<file path="src/rtl/sram_tst_pkg.sv">
package sram_tst_pkg;

  localparam int unsigned NUM_PHASES = 6;

  // Phase codes; the order is the test order.
  typedef enum logic [2:0] {
    PH_ZERO   = 3'd0,
    PH_ONES   = 3'd1,
    PH_ADDR   = 3'd2,
    PH_NADDR  = 3'd3,
    PH_ODD    = 3'd4,
    PH_EVEN   = 3'd5
  } phase_e;

  typedef enum logic [1:0] {
    ST_IDLE  = 2'd0,
    ST_WRITE = 2'd1,
    ST_READ  = 2'd2
  } state_e;

endpackage

</file>
<file path="src/rtl/sram_tst_pat.sv">
// Pattern generator: the value stored in (and expected from) one location.
module sram_tst_pat
  import sram_tst_pkg::*;
#(
  parameter int AW = 15,
  parameter int DW = 8
) (
  input  phase_e          phase,
  input  logic [AW-1:0]   addr,
  output logic [DW-1:0]   value
);

  function automatic logic [DW-1:0] pattern_of(phase_e ph, logic [AW-1:0] a);
    logic [DW-1:0] lo;
    logic [DW-1:0] odd_ones;
    lo = DW'(a);
    odd_ones = '0;
    for (int i = 0; i < DW; i++) odd_ones[i] = i[0];
    case (ph)
      PH_ZERO:  return '0;
      PH_ONES:  return '1;
      PH_ADDR:  return lo;
      PH_NADDR: return ~lo;
      PH_ODD:   return odd_ones;
      default:  return ~odd_ones;
    endcase
  endfunction

  assign value = pattern_of(phase, addr);

endmodule

</file>
<file path="src/rtl/sram_tst_walk.sv">
// Address and phase counters.
module sram_tst_walk
  import sram_tst_pkg::*;
#(
  parameter int DEPTH = 32768,
  parameter int AW    = 15
) (
  input  logic          clk,
  input  logic          rst_n,
  input  logic          clr,
  input  logic          adv_addr,
  input  logic          adv_phase,
  output logic [AW-1:0] addr,
  output phase_e        phase,
  output logic          last_addr,
  output logic          last_phase
);

  localparam logic [AW-1:0] TOP_ADDR = AW'(DEPTH - 1);

  assign last_addr  = (addr == TOP_ADDR);
  assign last_phase = (phase == phase_e'(NUM_PHASES - 1));

  always_ff @(posedge clk) begin
    if (!rst_n || clr) begin
      addr  <= '0;
      phase <= PH_ZERO;
    end else begin
      if (adv_addr)  addr  <= last_addr ? '0 : addr + AW'(1);
      if (adv_phase) phase <= phase_e'(phase + 3'd1);
    end
  end

endmodule

</file>
<file path="src/rtl/sram_tst_ctrl.sv">
// Sequencing FSM, comparison and result latch.
module sram_tst_ctrl
  import sram_tst_pkg::*;
#(
  parameter int AW = 15,
  parameter int DW = 8
) (
  input  logic          clk,
  input  logic          rst_n,
  input  logic          start,
  input  logic          wr_done,
  input  logic          rd_done,
  input  logic [DW-1:0] rdata,
  input  logic [DW-1:0] exp_data,
  input  logic [AW-1:0] addr,
  input  logic          last_addr,
  input  logic          last_phase,
  output logic          wr_req,
  output logic          rd_req,
  output logic          busy,
  output logic          pass,
  output logic          fail,
  output logic [AW-1:0] fail_addr,
  output logic [DW-1:0] fail_rdata,
  output logic [DW-1:0] fail_expected,
  output logic          wr_acc,
  output logic          rd_acc,
  output logic          miss,
  output logic          adv_addr,
  output logic          adv_phase
);

  state_e st;

  assign wr_req    = (st == ST_WRITE);
  assign rd_req    = (st == ST_READ);
  assign busy      = (st != ST_IDLE);
  assign wr_acc    = wr_req & wr_done;
  assign rd_acc    = rd_req & rd_done;
  assign miss      = rd_acc & (rdata != exp_data);
  assign adv_addr  = wr_acc | (rd_acc & ~miss);
  assign adv_phase = rd_acc & ~miss & last_addr & ~last_phase;

  always_ff @(posedge clk) begin
    if (!rst_n) begin
      st            <= ST_IDLE;
      pass          <= 1'b0;
      fail          <= 1'b0;
      fail_addr     <= '0;
      fail_rdata    <= '0;
      fail_expected <= '0;
    end else if (start) begin
      st            <= ST_WRITE;
      pass          <= 1'b0;
      fail          <= 1'b0;
      fail_addr     <= '0;
      fail_rdata    <= '0;
      fail_expected <= '0;
    end else begin
      case (st)
        ST_WRITE: if (wr_acc && last_addr) st <= ST_READ;
        ST_READ: begin
          if (miss) begin
            st            <= ST_IDLE;
            fail          <= 1'b1;
            fail_addr     <= addr;
            fail_rdata    <= rdata;
            fail_expected <= exp_data;
          end else if (rd_acc && last_addr) begin
            if (last_phase) begin
              st   <= ST_IDLE;
              pass <= 1'b1;
            end else begin
              st <= ST_WRITE;
            end
          end
        end
        default: st <= ST_IDLE;
      endcase
    end
  end

endmodule

</file>
<file path="src/rtl/sram_pattern_tester.sv">
module sram_pattern_tester
  import sram_tst_pkg::*;
#(
  parameter  int DEPTH = 32768,
  parameter  int DW    = 8,
  localparam int AW    = (DEPTH > 1) ? $clog2(DEPTH) : 1
) (
  input  logic          clk,
  input  logic          rst_n,
  input  logic          start,
  output logic [AW-1:0] mem_addr,
  output logic [DW-1:0] mem_wdata,
  output logic          mem_wr_req,
  input  logic          mem_wr_done,
  output logic          mem_rd_req,
  input  logic          mem_rd_done,
  input  logic [DW-1:0] mem_rdata,
  output logic          busy,
  output logic          pass,
  output logic          fail,
  output logic [AW-1:0] fail_addr,
  output logic [DW-1:0] fail_rdata,
  output logic [DW-1:0] fail_expected
);

  // Internal events, named for the checker.
  phase_e        cur_phase;
  logic [DW-1:0] exp_data;
  logic          last_addr;
  logic          last_phase;
  logic          wr_acc;
  logic          rd_acc;
  logic          miss;
  logic          adv_addr;
  logic          adv_phase;

  sram_tst_walk #(.DEPTH(DEPTH), .AW(AW)) u_walk (
    .clk        (clk),
    .rst_n      (rst_n),
    .clr        (start),
    .adv_addr   (adv_addr),
    .adv_phase  (adv_phase),
    .addr       (mem_addr),
    .phase      (cur_phase),
    .last_addr  (last_addr),
    .last_phase (last_phase)
  );

  sram_tst_pat #(.AW(AW), .DW(DW)) u_pat (
    .phase (cur_phase),
    .addr  (mem_addr),
    .value (exp_data)
  );

  sram_tst_ctrl #(.AW(AW), .DW(DW)) u_ctrl (
    .clk           (clk),
    .rst_n         (rst_n),
    .start         (start),
    .wr_done       (mem_wr_done),
    .rd_done       (mem_rd_done),
    .rdata         (mem_rdata),
    .exp_data      (exp_data),
    .addr          (mem_addr),
    .last_addr     (last_addr),
    .last_phase    (last_phase),
    .wr_req        (mem_wr_req),
    .rd_req        (mem_rd_req),
    .busy          (busy),
    .pass          (pass),
    .fail          (fail),
    .fail_addr     (fail_addr),
    .fail_rdata    (fail_rdata),
    .fail_expected (fail_expected),
    .wr_acc        (wr_acc),
    .rd_acc        (rd_acc),
    .miss          (miss),
    .adv_addr      (adv_addr),
    .adv_phase     (adv_phase)
  );

  // Write data is the pattern of the location being addressed.
  assign mem_wdata = exp_data;

endmodule

</file>
<file path="config.mk">
export PLATFORM = sky130hd
export DESIGN_NAME = sram_pattern_tester
export DESIGN_NICKNAME = d
export VERILOG_FILES = /design/src/rtl/sram_tst_pkg.sv /design/src/rtl/sram_tst_pat.sv /design/src/rtl/sram_tst_walk.sv /design/src/rtl/sram_tst_ctrl.sv /design/src/rtl/sram_pattern_tester.sv
export SDC_FILE = /design/constraint.sdc
export NUM_CORES = 1
export LEC_CHECK = 0
export BUFFER_PORTS_ARGS = -buffer_cell sky130_fd_sc_hd__buf_2
export CAP_MARGIN = 20
export CORE_MARGIN = 1
export CORE_UTILIZATION = 50
export CTS_BUF_LIST = sky130_fd_sc_hd__clkbuf_2
export DETAILED_ROUTE_END_ITERATION = 10
export GPL_ROUTABILITY_DRIVEN = 0
export GPL_TIMING_DRIVEN = 0
export PLACE_DENSITY = 0.76
export RECOVER_POWER = 100
export SYNTH_ARGS = -nofsm -noshare
export SYNTH_HDL_FRONTEND = slang
export SYNTH_SLANG_ARGS = --single-unit
export TNS_END_PERCENT = 10
</file>
<file path="constraint.sdc">
create_clock -name clk -period 5 [get_ports clk]
set_input_delay 0.25 -clock clk [delete_from_list [all_inputs] [get_ports clk]]
set_output_delay 0.25 -clock clk [all_outputs]
set_load 0.02 [all_outputs]
</file>
* Yosys cells after proc, flatten, opt, wreduce, memory -nomap -nowiden
Index checks and enable logic that the tools add are counted.
** Storage, ports and cells
- Register bits after elaboration :: 53
- Input port bits :: 13
- Logic and storage cells :: 54
** Cells by class
- Add/sub/neg operators :: 2
- Equal/unequal tests :: 13
- Multiplexer cells :: 8
- Bitwise logic cells :: 11
- Reductions and logical operators :: 11
** Operators by type and width (number)
- 8-bit case mux with 5 select lines :: 1
- 15-bit by 1-bit adder with 15-bit output (second input constant) :: 1
- 15-bit == test (second input constant) :: 1
- 15-bit two-way mux :: 1
- 8-bit != test :: 1
- 8-bit inverter :: 1
- 1-bit bitwise AND :: 6
- 3-bit by 2-bit == test with 1-bit output (second input constant) :: 2
- 3-bit == test (second input constant) :: 2
- 2-bit two-way mux :: 3
- 3-bit != test (second input constant) :: 2
- 2-bit AND reduction :: 3
- 4-bit != test (second input constant) :: 1
- 2-bit case mux with 2 select lines :: 1
- 4-bit AND reduction :: 1
- 3-bit by 1-bit adder with 3-bit output (second input constant) :: 1
- 3-bit by 1-bit == test with 1-bit output (second input constant) :: 1
- 3-bit zero test :: 1
- 1-bit inverter :: 3
- 2-bit by 1-bit == test with 1-bit output (second input constant) :: 1
- 2-bit == test (second input constant) :: 1
- 1-bit logical AND :: 2
- 1-bit two-way mux :: 2
- 2-bit != test (second input constant) :: 1
- other kinds (5) :: 5

* Logic depth before layout (Yosys ltp)
- Depth in word-level cells :: 8
- Mapped depth :: 13
- Gate-level depth less buffers :: 10

* Hierarchy
A second synthesis with hierarchy kept.
** Unflattened totals
- Cell total of the unflattened synthesis :: 274
- Area total of the unflattened synthesis :: 2577.5 um^2
** Modules (own cells, without submodules)
- sram_tst_ctrl :: times used 1, cells each 151, area each 1514.0 um^2, sequential area each 700.7 um^2
- sram_tst_walk :: times used 1, cells each 96, area each 855.8 um^2, sequential area each 360.3 um^2
- sram_tst_pat :: times used 1, cells each 27, area each 207.7 um^2, sequential area each 0.0 um^2

* Least setup slack after synthesis
No wires, ideal clock.
- Path kind :: flip-flop to flip-flop
- Start point :: register u_walk.phase[2]
- End point :: register u_walk.addr[13]
- Arrival :: 2737 ps
- Path slack :: 2131 ps
- Stages on the path, launching flop included :: 13
- Path buffers :: 2
- Path through :: dfxtp_1 buf_2 inv_1 ha_1 nor2b_1 or3_1 a2111oi_1 a311oi_1 nor3_2 a21boi_1 buf_2 o311ai_1 o31ai_2
** On the way
- Word-level cells in the longest chain between the ends :: 7
** RTL lines
- start, declared :: RTL line sram_tst_walk.sv:14 : output phase_e phase,
- start signal, assigned :: RTL line sram_tst_walk.sv:30 : if (adv_phase) phase <= phase_e'(phase + 3'd1);
- 3-bit == test, or another cell as far along :: RTL line sram_tst_pat.sv:19 : case (ph)
- 8-bit case mux with 5 select lines (*) :: RTL line sram_tst_pat.sv:19
- 8-bit != test (*) :: RTL line sram_tst_ctrl.sv:40 : assign miss = rd_acc & (rdata != exp_data);
- 1-bit bitwise AND (*) :: RTL line sram_tst_ctrl.sv:40
- 1-bit inverter (*) :: RTL line sram_tst_ctrl.sv:41 : assign adv_addr = wr_acc | (rd_acc & ~miss);
- 1-bit bitwise AND (*) :: RTL line sram_tst_ctrl.sv:41
- 1-bit OR (*) :: RTL line sram_tst_ctrl.sv:41
- end signal, assigned :: RTL line sram_tst_walk.sv:29 : if (adv_addr) addr <= last_addr ? '0 : addr + AW'(1);
- end, declared :: RTL line sram_tst_walk.sv:13 : output logic [AW-1:0] addr,
Every way passes the cells marked *; elsewhere a longest branch is shown, timed or not.
A chain may end at the register's enable or synchronous reset.

* Worst setup path after layout
- Start point :: register u_walk.phase[2]
- End point :: register u_ctrl.fail_rdata[6]
** On the way
- Word-level cells in the longest chain between the ends :: 5
** RTL lines
- 3-bit == test, or another cell as far along :: RTL line sram_tst_pat.sv:19
- 8-bit case mux with 5 select lines (*) :: RTL line sram_tst_pat.sv:19
- 8-bit != test (*) :: RTL line sram_tst_ctrl.sv:40
- 1-bit bitwise AND (*) :: RTL line sram_tst_ctrl.sv:40
- 2-bit AND reduction (no line) (*)
- end signal, assigned :: RTL line sram_tst_ctrl.sv:67 : fail_rdata <= rdata;
- end, declared :: RTL line sram_tst_ctrl.sv:24 : output logic [DW-1:0] fail_rdata,
Marked as above.

==> impl_metrics.json <==
{
  "fill_cells": 555,
  "layout_min_cycle_time_ns": 3.886,
  "synth.area.mux_share_pct": 9.284,
  "avgSynthCellArea_um2": 8.474,
  "peakVddDrop_mv": 0.1106,
  "clkTransAtPathRegs_ns": 0.28,
  "critPathKind": "reg2reg",
  "worstRegToRegCells": 12,
  "synthArstFlopShare_pct": 0,
  "rsz0062_at_grt": "false",
  "max_cap_violations": 0,
  "r2r_slack_ns": 1.11,
  "yosys_most_used_dff": "dfxtp_1",
  "cp-start-kind": "flip-flop",
  "num_antenna_cells": 0,
  "design_area_mm2": 0.003259,
  "crit_chain": "clkbuf_1 > inv_1 > ha_1 > nor2b_1 > nor2_1 > o21ai_0 > a311oi_1 > nor2_1 > a21oi_1 > clkbuf_1 > mux2i_1 > nor2_1",
  "dr.pass1.iters": 5,
  "r2r-end": "u_ctrl.fail_rdata[6]",
  "cts_setup_buffers": 0,
  "syn-cell-area_mm2": 0.002830,
  "cts_root_buffer": "clkbuf_2",
  "drc": 0,
  "first_global_vias": 2601,
  "routed_wirelength_mm": 7.232,
  "cts_buffers": 5,
  "numPortBuffers": 71,
  "coreArea_mm2": 0.005473,
  "cts.path.max_buffers": 2,
  "dp_hpwl_mm": 5.357,
  "wire_per_inst_um": 14.88,
  "synth.ff_latch_count": 53,
  "drtAntennaViolNets": 0,
  "rows": 27,
  "cpMostUsedCell": "nor2_1",
  "antenna_found_initial": 0,
  "fin_setup_tns_ns": 0,
  "met3_usage_pct": 5.476,
  "path_max_fanout": 10,
  "synth_top_cell_area_share_pct": 37.49,
  "synthesis.nets": 356,
  "synth-simple-area-share_pct": 23.21,
  "use_met1_pct": 31.36,
  "multi_input_area_mm2": 0.001619,
  "rr_startpoint": "u_walk.phase[2]",
  "htreeDepth": 2,
  "track_usage_pct": 24.79,
  "vias": 2824,
  "cp-end-kind": "flip-flop",
  "drive_gt1_share_pct": 8.696,
  "synth-compound-area-share_pct": 20.34,
  "grt_most_used_layer": "met2",
  "power_frac_seq_pct": 61.9,
  "status": "completed",
  "synth.distinct_cells": 57,
  "via_per_inst": 5.811,
  "synth_top_family_by_area": "simple AND/OR/NAND/NOR gates",
  "fmaxAchievable_mhz": 257.3,
  "seqCellArea_mm2": 0.001061,
  "synth_seq_area_share_pct": 37.49,
  "switching_power_uw": 164.0,
  "die_w_um": 77.24,
  "slew_viol_final": 0,
  "drtIter0Drc": 222,
  "tightest_slew_ns": 0.6563,
  "synth_xor_area_share_pct": 0.9284,
  "clock-sinks": 53,
  "start_util_pct": 51.71,
  "worstPathRequired_ns": 5.34,
  "cp-endpoint": "u_ctrl.fail_rdata[6]",
  "ios": 72,
  "setup-violations-final": 0,
  "grt_max_degree": 16,
  "cts_tree": "built",
  "synth_area_leaders": "dfxtp_1, mux2i_1, nor2_1",
  "max_stage_delay_ns": 0.58,
  "hold_violations": 0,
  "die_area_mm2": 0.005965,
  "clk_latency_ns": 0.45,
  "worst_ep_arrival_time_ns": 4.23,
  "yosysWarnings": 0,
  "mostFrequentLayoutCells": "clkbuf_1, dfxtp_1, nor2_1",
  "use_met2_pct": 41.42,
  "hp-class": "in2reg",
  "finalCritPeriodShare_pct": 77.72,
  "swShare_pct": 23.87,
  "slew_headroom_pct": 55.84,
  "synth_edf_count": 0,
  "area_growth_pct": 15.16,
  "combPwrFrac_pct": 5.6,
  "fin_skew_ns": 0.02634,
  "power.density_mw_per_mm2": 210.8,
  "critPathSlowestCell": "a21oi_1",
  "placed_area_mm2": 0.003276,
  "p_int_uw": 522.9,
  "post-synth-top-area-cell": "dfxtp_1",
  "startpoint": "u_walk.phase[2]",
  "grt_overflow": 0,
  "final_nets": 435,
  "leakage_nw": 1.091,
  "layout_commonest_cell": "clkbuf_1",
  "die_h_um": 77.24,
  "synthAdderAreaFrac_pct": 3.979,
  "netlist_instances": 334,
  "grt_pass1_wl_mm": 11.94,
  "power_frac_clock_pct": 32.4
}
## repair_timing
item,4_1_cts,5_1_grt
endpoints found under the hold margin,1,0
hold buffers,1,0
resized for setup,0,0
## area by class of cell
class	instances	share of cell area, %
buffer	21	2.726
clock buffer	6	0.9213
clock inverter	2	1.036
inverter	11	1.267
multi-input combinational	249	49.67
sequential	53	32.55
tap	72	2.764
timing repair buffer	72	9.059
## registers in the layout (all words and copies together) (netlist names)
name and count:
u_ctrl.fail 1, u_ctrl.fail_addr 15, u_ctrl.fail_expected 8, u_ctrl.fail_rdata 8, u_ctrl.pass 1, u_ctrl.st 2
u_walk.addr 15, u_walk.phase 3
## worst max-delay path: cells and delay by family (launching register included)
kind,cells,cell delay [ns]
AOI/OAI and AO/OA,3,1.15
adders and majority gates,1,0.31
buffers and inverters,3,0.99
DFF,1,0.46
muxes,1,0.26
and+or+nand+nor,4,0.63
## logic make-up after synthesis
family | after synthesis
flops | 53
simple gates | 131
buf+inv | 32
fa+ha+maj | 9
mux | 26
xor+xnor | 3
compound gates | 80
## how the worst min path moves through the flow
stage / startpoint / slack (ns) / endpoint / cells past startpoint
floorplan: mem_rd_done / 0.36 / u_ctrl.st[1] / 1
detailed placement: u_ctrl.fail_expected[1] / 0.44 / u_ctrl.fail_expected[1] / 2
finish: start / 0.01 / u_ctrl.st[0] / 3
global placement: u_ctrl.fail_addr[9] / 0.44 / u_ctrl.fail_addr[9] / 2
CTS: start / 0.004 / u_ctrl.st[0] / 3
global route: start / 0.01 / u_ctrl.st[0] / 3
## stage by stage
step | hold WS (ns) | total power [mW] | cells | setup slack, ns | util, %
3_5_place_dp | 0.4410 | 0.4714 | 477 | 1.592 | 59.85
6_report | 0.01219 | 0.6869 | 486 | 1.114 | 59.56
2_1_floorplan | 0.3595 | 0.4553 | 334 | 2.131 | -
5_1_grt | 0.01435 | 0.7049 | 486 | 0.6611 | 59.56
3_3_place_gp | 0.4355 | 0.4706 | 477 | 1.744 | 59.85
4_1_cts | 0.003898 | 0.6900 | 486 | 1.555 | 61.20
## Yosys cell counts (2+ instances only)
| master | count |
|---|---|
| a21oi_1 | 15 |
| a311oi_1 | 7 |
| a31o_1 | 2 |
| a31oi_1 | 4 |
| a32oi_1 | 2 |
| and2_1 | 3 |
| and3_1 | 3 |
| and3b_1 | 2 |
| buf_2 | 6 |
| clkbuf_1 | 13 |
| dfxtp_1 | 53 |
| ha_1 | 9 |
| inv_1 | 10 |
| mux2i_1 | 24 |
| nand2_1 | 31 |
| nand2b_1 | 5 |
| nand3_1 | 14 |
| nand4_1 | 5 |
| nor2_1 | 36 |
| nor2b_1 | 6 |
| nor3_1 | 3 |
| nor4_1 | 4 |
| o211ai_1 | 6 |
| o21ai_0 | 10 |
| o21ai_1 | 11 |
| o221ai_1 | 4 |
| o311ai_1 | 2 |
| o31ai_2 | 4 |
| or3_1 | 9 |
| or3b_2 | 2 |
| xnor2_1 | 3 |
## per-layer routing
| metal | part of all wire, % | vias to the layer above |
|---|---|---|
| met4 | 1.8 | 0 |
| met3 | 7.6 | 13 |
| li1 | - | 1381 |
| met2 | 45 | 114 |
| met1 | 46 | 1316 |
| met5 | 0 | - |
## power by group through the flow
| stage | Sequential [mW] | Combinational [mW] | Clock [mW] |
|---|---|---|---|
| detailed placement | 0.433 | 0.0384 | 0 |
| global placement | 0.433 | 0.0376 | 0 |
| finish | 0.426 | 0.0386 | 0.223 |
| CTS | 0.426 | 0.0391 | 0.225 |
| floorplan | 0.433 | 0.0221 | 0 |
| global route | 0.426 | 0.0422 | 0.237 |
Note: power is estimated with default switching activity, not from simulation.
